File: config.mk
export PLATFORM = sky130hd
export DESIGN_NAME = oam_unit
export DESIGN_NICKNAME = d
export VERILOG_FILES = /design/src/rtl/oam_pkg.sv /design/src/rtl/oam_rf.sv /design/src/rtl/oam_ea.sv /design/src/rtl/oam_seq.sv /design/src/rtl/oam_unit.sv
export SDC_FILE = /design/constraint.sdc
export NUM_CORES = 2
export LEC_CHECK = 0
export ABC_CLOCK_PERIOD_IN_PS = 9400
export BUFFER_PORTS_ARGS = -buffer_cell sky130_fd_sc_hd__clkbuf_2
export CAP_MARGIN = 15
export CELL_PAD_IN_SITES_DETAIL_PLACEMENT = 1
export CELL_PAD_IN_SITES_GLOBAL_PLACEMENT = 1
export CORE_AREA = 8 8 296 241
export CTS_BUF_LIST = sky130_fd_sc_hd__clkbuf_4
export CTS_CLUSTER_SIZE = 14
export DETAILED_ROUTE_END_ITERATION = 10
export DIE_AREA = 0 0 304 249
export HOLD_SLACK_MARGIN = 0.08
export PLACE_DENSITY_LB_ADDON = 0.3
export SETUP_SLACK_MARGIN = 0.05
export SLEW_MARGIN = 20
export SYNTH_ARGS = -nofsm -noshare
export SYNTH_HDL_FRONTEND = slang
export SYNTH_SLANG_ARGS = --single-unit
File: constraint.sdc
create_clock -name clk -period 9.4 [get_ports clk]
set_input_delay 1.88 -clock clk [delete_from_list [all_inputs] [get_ports clk]]
set_output_delay 1.88 -clock clk [all_outputs]
set_load 0.005 [all_outputs]
File: src/rtl/oam_pkg.sv
package oam_pkg;
  localparam int W = 16;
  localparam int H = W / 2;

  typedef logic [W-1:0] word_t;

  typedef enum logic [2:0] {
    AM_REG = 3'd0,
    AM_IDX = 3'd1,
    AM_SYM = 3'd2,
    AM_ABS = 3'd3,
    AM_IND = 3'd4,
    AM_INC = 3'd5,
    AM_IMM = 3'd6,
    AM_BAD = 3'd7
  } am_e;

  // modes that need one bus read
  function automatic logic mode_is_mem(am_e m);
    return (m == AM_IDX) || (m == AM_SYM) || (m == AM_ABS) ||
           (m == AM_IND) || (m == AM_INC);
  endfunction

  // only the first four codes are allowed on the destination side
  function automatic logic dst_legal(am_e m);
    return (m == AM_REG) || (m == AM_IDX) || (m == AM_SYM) || (m == AM_ABS);
  endfunction

  function automatic word_t ea_of(am_e m, word_t rv, word_t pc, word_t ext);
    case (m)
      AM_IDX:         return rv + ext;
      AM_SYM:         return pc + ext;
      AM_ABS:         return ext;
      AM_IND, AM_INC: return rv;
      default:        return '0;
    endcase
  endfunction

  // pointer registers keep word alignment even on byte steps
  function automatic word_t step_of(logic bw, logic keep_even);
    return (bw && !keep_even) ? W'(1) : W'(2);
  endfunction

  function automatic word_t narrow(word_t v, logic bw);
    return bw ? {{(W-H){1'b0}}, v[H-1:0]} : v;
  endfunction

  function automatic word_t lane_pick(word_t addr, word_t data, logic bw);
    if (!bw) return data;
    return addr[0] ? {{(W-H){1'b0}}, data[W-1:H]} : {{(W-H){1'b0}}, data[H-1:0]};
  endfunction
endpackage

File: src/rtl/oam_rf.sv
module oam_rf import oam_pkg::*; #(
  parameter int N        = 16,
  parameter int ZERO_IDX = 3,
  localparam int IW      = $clog2(N)
) (
  input  logic          clk,
  input  logic          rst_n,
  input  logic          wr_en,
  input  logic [IW-1:0] wr_idx,
  input  word_t         wr_data,
  input  logic          inc_en,
  input  logic [IW-1:0] inc_idx,
  input  word_t         inc_step,
  output word_t         q [N]
);
  localparam logic [IW-1:0] ZI = IW'(ZERO_IDX);

  for (genvar g = 0; g < N; g++) begin : g_reg
    if (g == ZERO_IDX) begin : g_zero
      assign q[g] = '0;
    end else begin : g_store
      always_ff @(posedge clk) begin
        if (!rst_n)                                  q[g] <= '0;
        else if (inc_en && inc_idx == IW'(g))        q[g] <= q[g] + inc_step;
        else if (wr_en && wr_idx == IW'(g))          q[g] <= wr_data;
      end
    end
  end

  // a post-increment moves the register by exactly the step
  p_inc_step_r5: assert property (@(posedge clk) disable iff (!rst_n)
    (inc_en && inc_idx != ZI) |=> q[$past(inc_idx)] == $past(q[inc_idx]) + $past(inc_step));

  // an uncontested write lands
  p_write_r11: assert property (@(posedge clk) disable iff (!rst_n)
    (wr_en && wr_idx != ZI && !(inc_en && inc_idx == wr_idx))
      |=> q[$past(wr_idx)] == $past(wr_data));
endmodule

File: src/rtl/oam_ea.sv
module oam_ea import oam_pkg::*; (
  input  am_e   mode,
  input  word_t rv,
  input  word_t pc,
  input  word_t ext,
  output word_t ea
);
  assign ea = ea_of(mode, rv, pc, ext);
endmodule

File: src/rtl/oam_seq.sv
module oam_seq (
  input  logic clk,
  input  logic rst_n,
  input  logic start,
  input  logic in_bad,
  input  logic in_src_mem,
  input  logic in_dst_mem,
  input  logic lat_dst_mem,
  output logic accept,
  output logic ph_src,
  output logic ph_dst,
  output logic ph_done
);
  typedef enum logic [1:0] {S_IDLE, S_SRC, S_DST, S_FIN} st_e;
  st_e st, nx;

  assign accept = start && (st == S_IDLE || st == S_FIN);

  always_comb begin
    nx = st;
    if (accept) begin
      if (in_bad)          nx = S_FIN;
      else if (in_src_mem) nx = S_SRC;
      else if (in_dst_mem) nx = S_DST;
      else                 nx = S_FIN;
    end else begin
      case (st)
        S_SRC:   nx = lat_dst_mem ? S_DST : S_FIN;
        S_DST:   nx = S_FIN;
        S_FIN:   nx = S_IDLE;
        default: nx = st;
      endcase
    end
  end

  always_ff @(posedge clk) begin
    if (!rst_n) st <= S_IDLE;
    else        st <= nx;
  end

  assign ph_src  = (st == S_SRC);
  assign ph_dst  = (st == S_DST);
  assign ph_done = (st == S_FIN);

  // phases exclusive, each memory phase lasts one cycle, source first
  p_phase_excl_r8: assert property (@(posedge clk) disable iff (!rst_n)
    $onehot0({ph_src, ph_dst, ph_done}));
  p_src_single_r8: assert property (@(posedge clk) disable iff (!rst_n)
    ph_src |=> !ph_src);
  p_dst_order_r8: assert property (@(posedge clk) disable iff (!rst_n)
    ph_dst |-> ($past(ph_src) || $past(accept)));
  // illegal requests finish at once
  p_bad_direct_r9: assert property (@(posedge clk) disable iff (!rst_n)
    (accept && in_bad) |=> (ph_done && !ph_src && !ph_dst));
endmodule

File: src/rtl/oam_unit.sv
module oam_unit import oam_pkg::*; #(
  parameter int REG_N    = 16,
  parameter int PC_IDX   = 0,
  parameter int SP_IDX   = 1,
  parameter int ZERO_IDX = 3,
  localparam int IW      = $clog2(REG_N)
) (
  input  logic          clk,
  input  logic          rst_n,
  input  logic          start,
  input  logic [2:0]    src_mode,
  input  logic [IW-1:0] src_reg,
  input  logic [2:0]    dst_mode,
  input  logic [IW-1:0] dst_reg,
  input  logic          byte_op,
  input  logic [W-1:0]  src_ext,
  input  logic [W-1:0]  dst_ext,
  input  logic          wr_en,
  input  logic [IW-1:0] wr_idx,
  input  logic [W-1:0]  wr_data,
  output logic          mem_rd,
  output logic [W-1:0]  mem_addr,
  input  logic [W-1:0]  mem_rdata,
  output logic          done,
  output logic          err,
  output logic [W-1:0]  src_val,
  output logic [W-1:0]  dst_val,
  output logic [W-1:0]  dst_addr,
  output logic          dst_in_mem
);
  am_e in_sm, in_dm;
  assign in_sm = am_e'(src_mode);
  assign in_dm = am_e'(dst_mode);

  logic in_bad;
  assign in_bad = (in_sm == AM_BAD) || !dst_legal(in_dm);

  // latched instruction fields
  am_e           l_sm, l_dm;
  logic [IW-1:0] l_sr, l_dr;
  logic          l_bw, l_err;
  word_t         l_sx, l_dx;

  word_t src_q, dst_q, daddr_q;
  word_t q [REG_N];

  logic accept, ph_src, ph_dst, ph_done;

  // named internal events
  logic  inc_en;
  word_t inc_step;
  word_t s_ea, d_ea;
  logic  lat_dst_mem;

  assign lat_dst_mem = mode_is_mem(l_dm);
  assign inc_en      = ph_src && (l_sm == AM_INC);
  assign inc_step    = step_of(l_bw, (l_sr == IW'(PC_IDX)) || (l_sr == IW'(SP_IDX)));

  oam_rf #(.N(REG_N), .ZERO_IDX(ZERO_IDX)) u_rf (
    .clk, .rst_n,
    .wr_en, .wr_idx, .wr_data,
    .inc_en, .inc_idx(l_sr), .inc_step,
    .q
  );

  oam_ea u_src_ea (.mode(l_sm), .rv(q[l_sr]), .pc(q[PC_IDX]), .ext(l_sx), .ea(s_ea));
  oam_ea u_dst_ea (.mode(l_dm), .rv(q[l_dr]), .pc(q[PC_IDX]), .ext(l_dx), .ea(d_ea));

  oam_seq u_seq (
    .clk, .rst_n, .start, .in_bad,
    .in_src_mem(mode_is_mem(in_sm)),
    .in_dst_mem(mode_is_mem(in_dm)),
    .lat_dst_mem,
    .accept, .ph_src, .ph_dst, .ph_done
  );

  always_ff @(posedge clk) begin
    if (!rst_n) begin
      l_sm    <= AM_REG;
      l_dm    <= AM_REG;
      l_sr    <= '0;
      l_dr    <= '0;
      l_bw    <= 1'b0;
      l_err   <= 1'b0;
      l_sx    <= '0;
      l_dx    <= '0;
      src_q   <= '0;
      dst_q   <= '0;
      daddr_q <= '0;
    end else begin
      if (accept) begin
        l_sm    <= in_sm;
        l_dm    <= in_dm;
        l_sr    <= src_reg;
        l_dr    <= dst_reg;
        l_bw    <= byte_op;
        l_err   <= in_bad;
        l_sx    <= src_ext;
        l_dx    <= dst_ext;
        daddr_q <= '0;
        if (in_sm == AM_REG)      src_q <= narrow(q[src_reg], byte_op);
        else if (in_sm == AM_IMM) src_q <= narrow(src_ext, byte_op);
      end
      if (ph_src) src_q <= lane_pick(s_ea, mem_rdata, l_bw);
      if (ph_dst) begin
        dst_q   <= lane_pick(d_ea, mem_rdata, l_bw);
        daddr_q <= d_ea;
      end
    end
  end

  assign mem_rd     = ph_src || ph_dst;
  assign mem_addr   = ph_src ? s_ea : (ph_dst ? d_ea : '0);
  assign done       = ph_done;
  assign err        = ph_done && l_err;
  assign src_val    = src_q;
  // register destination is read live so it sees any post-increment
  assign dst_val    = (l_dm == AM_REG) ? narrow(q[l_dr], l_bw) : dst_q;
  assign dst_addr   = daddr_q;
  assign dst_in_mem = ph_done && lat_dst_mem && !l_err;

  // register-only requests finish next cycle without a bus read
  p_reg_only_r2: assert property (@(posedge clk) disable iff (!rst_n)
    (accept && !in_bad && !mode_is_mem(in_sm) && !mode_is_mem(in_dm)) |=> (done && !mem_rd));
  // immediate source never reads memory
  p_imm_no_read_r6: assert property (@(posedge clk) disable iff (!rst_n)
    (accept && !in_bad && in_sm == AM_IMM) |=> !ph_src);
  // exactly one memory operand costs exactly one extra cycle
  p_one_mem_r8: assert property (@(posedge clk) disable iff (!rst_n)
    (accept && !in_bad && (mode_is_mem(in_sm) != mode_is_mem(in_dm))) |=> mem_rd ##1 done);
  // illegal requests flag an error and stay off the bus
  p_err_quiet_r9: assert property (@(posedge clk) disable iff (!rst_n)
    (accept && in_bad) |=> (done && err && !mem_rd));
  // an increment happens only while reading at the register's own address
  p_inc_addr_r5: assert property (@(posedge clk) disable iff (!rst_n)
    inc_en |-> (mem_rd && mem_addr == q[l_sr]));
endmodule

==> results.md <==
- Detailed-route DRC error count: 0
- Worst Setup End Kind: primary output
- Vias in the first global route: 27876
- Post-route minimum period: 8.287 ns
- Mapped Area: 26250 sq um
- Total power: 4.699 mW
- Final hold viol count: 0
- Number of distinct library cells after synthesis: 86
- CTS Sinks: 338
- RSZ-0062 raised after global routing: no
- H-tree level count: 3
- Leading cell type in the layout, fill and taps excluded: nor2_1
- Gr usage total: 34.10%
- Post-synth EDFFs: 0
- Die Footprint: 75700 sq um
- Leak pwr: 10.31 nW
- Register area share after synthesis: 25.78%
- FMAX: 120.7 MHz
- Max-slew headroom: 25.15%
- Postcts setup bufs: 0
- CTS buffer count: 97
- Largest net degree at the start of global routing: 124
- Die W: 304 um
- Skew final: 0.04013 ns
- Outcome: completed
- Path type of the worst setup path: register to primary output
- Required time of the worst setup path: 7.52 ns
- Final Wtd Congestion: 1.056
- FF+latch count, synth: 338
- # rows: 85
- Data arrival, critical path: 6.41 ns
- Final Cycle Share: 88.16%
- Ys async rst share: 0%
- Synth warnings: 0
- # nets final: 3350
- Final WL: 134.8 mm
- Via count: 28690
- Average size of a mapped cell: 8.407 sq um
- Commonest non-fill, non-tap cells in the layout: 346 x nor2_1, 334 x dfxtp_1, 326 x a21oi_1
- IO buf count: 154
- CP Launch Type: register
- Main flop type after synthesis: dfxtp_1
- Maximum buffer depth of the clock tree: 3
- CP max FO: 45
- Tightest Hold Check Type: register to register
- Worst-Skew Late Latency: 0.94 ns
- Area of the core: 66470 sq um
- Clock slew at reported path FFs: 0.07 ns
- GR Overflow Total: 0
- Syn Nets: 3290
- Setup TNS: 0 ns
- Resize count post-CTS: 0
- Wire per inst: 32.59 um
- R2R Path End: dst_addr[15]$_SDFFE_PN0P_
- DP HPWL: 102.4 mm
- Beginning of the worst register-to-register path: l_dr[0]$_SDFFE_PN0P_
- Drt first pass iters: 5
- Mapped Cells: 3122
- Routing usage on met1: 47.32%
- Initial antenna violation count: 17
- Initial drt markers: 3416
- Busiest grt layer: met2
- Met3 Use GR: 11.28%
- First-pass GRT wire length: 195.2 mm
- Slew Viols, Final: 0
- Final hold slack: 0.4668 ns
- Worst vdd ir: 0.0001348 V
- Vias per Instance: 6.937
- Final setup violation count: 0
- Die height: 249 um
- Global Route met2 Usage: 48.06%
- Worst R2R Path Depth: 13
- Cts hold-fix bufs: 0
- ANT nets after route: 0
- Root Buffer: clkbuf_4
- Synth-to-layout area growth: 9.921%
- CTS tree: built
- Worst slew pin tran: 1.119 ns
- Initial core utilization: 39.49%
- Reg2reg setup slack: 4.03 ns
- Power density over the cells: 162.9 nW/um^2
- Crit path to: mem_addr[15]
- MaxCap Viol Count: 0
- # IOs: 155
- Worst setup path startpoint: l_dr[0]$_SDFFE_PN0P_
- Share of cells above drive strength 1: 19.18%
==> flip-flops by register name (all words and copies together), names as in the netlist <==
| register | flops |
|---|---|
| dst_addr | 16 |
| dst_q | 16 |
| l_bw | 1 |
| l_dm | 3 |
| l_dr | 4 |
| l_dx | 16 |
| l_err | 1 |
| l_sm | 3 |
| l_sr | 4 |
| l_sx | 16 |
| src_val | 16 |
| u_rf.q | 240 |
| u_seq.st | 2 |
==> worst max-delay path, stage by stage (launching register included) <==
cell and delay (ns):
dfxtp_4 0.87, buf_4 0.43, mux4_2 0.55, mux4_2 0.53, nor2_1 0.13, nor2_1 0.07
ha_1 0.38, a41o_1 0.29, or3_1 0.33, or3_1 0.38, a2111oi_2 0.48, xor2_1 0.12
a31oi_1 0.51, o221ai_1 0.23, clkbuf_2 0.16
==> report_power, final <==
part,switching [mW],internal (mW),total [mW]
combinational,0.945,0.487,1.43
clock,0.740,0.779,1.52
sequential,0.208,1.54,1.75
==> stage by stage <==
step	cell area [sq um]	setup WS, ns	cells	utilization (%)
floorplan	26250	3.241	3122	-
global placement	27530	2.193	3953	41.41
detailed placement	27530	2.154	3953	41.41
CTS	28820	1.134	4128	43.35
global route	28840	0.8230	4132	43.39
finish	28850	1.113	4136	43.40
==> Yosys cell counts, drive strengths merged (29+ instances only) <==
cell type  count  area [sq um]
inv           57         214.0
a22oi         29         217.7
mux2i        101          1011
a211oi        94         705.7
nor4          31         265.3
nand4         42         269.0
and3          67         419.2
nand3         74         370.4
clkbuf       183         688.2
mux4         187          4223
ha            64         800.8
a311oi        69         604.3
nor2         346          1299
o21ai        207          1036
a21oi        326          1632
nand2        321          1205
buf           76         440.4
dfxtp        338          6766
a31oi         36         225.2
nor3          64         330.3
==> metal layers <==
metal,part of all wire [%],up-vias
met5,0.084,-
met4,4.3,16
met2,41,1670
li1,-,12116
met3,13,323
met1,42,14565
==> cells by family (layout without fill, tap and decap cells) <==
kind of cell	after synthesis	in the layout	share of synthesized area (%)
simple gates	1076	1076	19.34
compound gates	978	978	23.75
xor+xnor	18	18	0.6007
fa+ha+maj	81	81	4.348
mux	314	314	21.06
flops	338	338	25.78
other cells	0	8	0
buf+inv	317	453	5.129
==> how the worst min path moves through the flow <==
stage / end / cells past startpoint / slack (ns) / from
final: dst_addr[15]$_SDFFE_PN0P_ / 2 / 0.47 / dst_addr[15]$_SDFFE_PN0P_
after global routing: dst_addr[15]$_SDFFE_PN0P_ / 2 / 0.48 / dst_addr[15]$_SDFFE_PN0P_
after CTS: dst_addr[15]$_SDFFE_PN0P_ / 2 / 0.47 / dst_addr[15]$_SDFFE_PN0P_
after detailed placement: dst_addr[15]$_SDFFE_PN0P_ / 2 / 0.46 / dst_addr[15]$_SDFFE_PN0P_
after global placement: dst_addr[15]$_SDFFE_PN0P_ / 2 / 0.46 / dst_addr[15]$_SDFFE_PN0P_
after floorplan: l_dx[12]$_SDFFE_PN0P_ / 2 / 0.45 / l_dx[12]$_SDFFE_PN0P_
==> area by class of cell <==
cell class | instances | area, sq um
Sequential cell | 338 | 6782
Inverter | 58 | 225.2
Multi-Input combinational cell | 2467 | 18170
Clock inverter | 25 | 163.9
Tap cell | 870 | 1089
Antenna cell | 8 | 20.02
Timing Repair Buffer | 220 | 1271
Fill cell | 7898 | 37620
Clock buffer | 150 | 1126
Power figures use the tool's default switching activity.
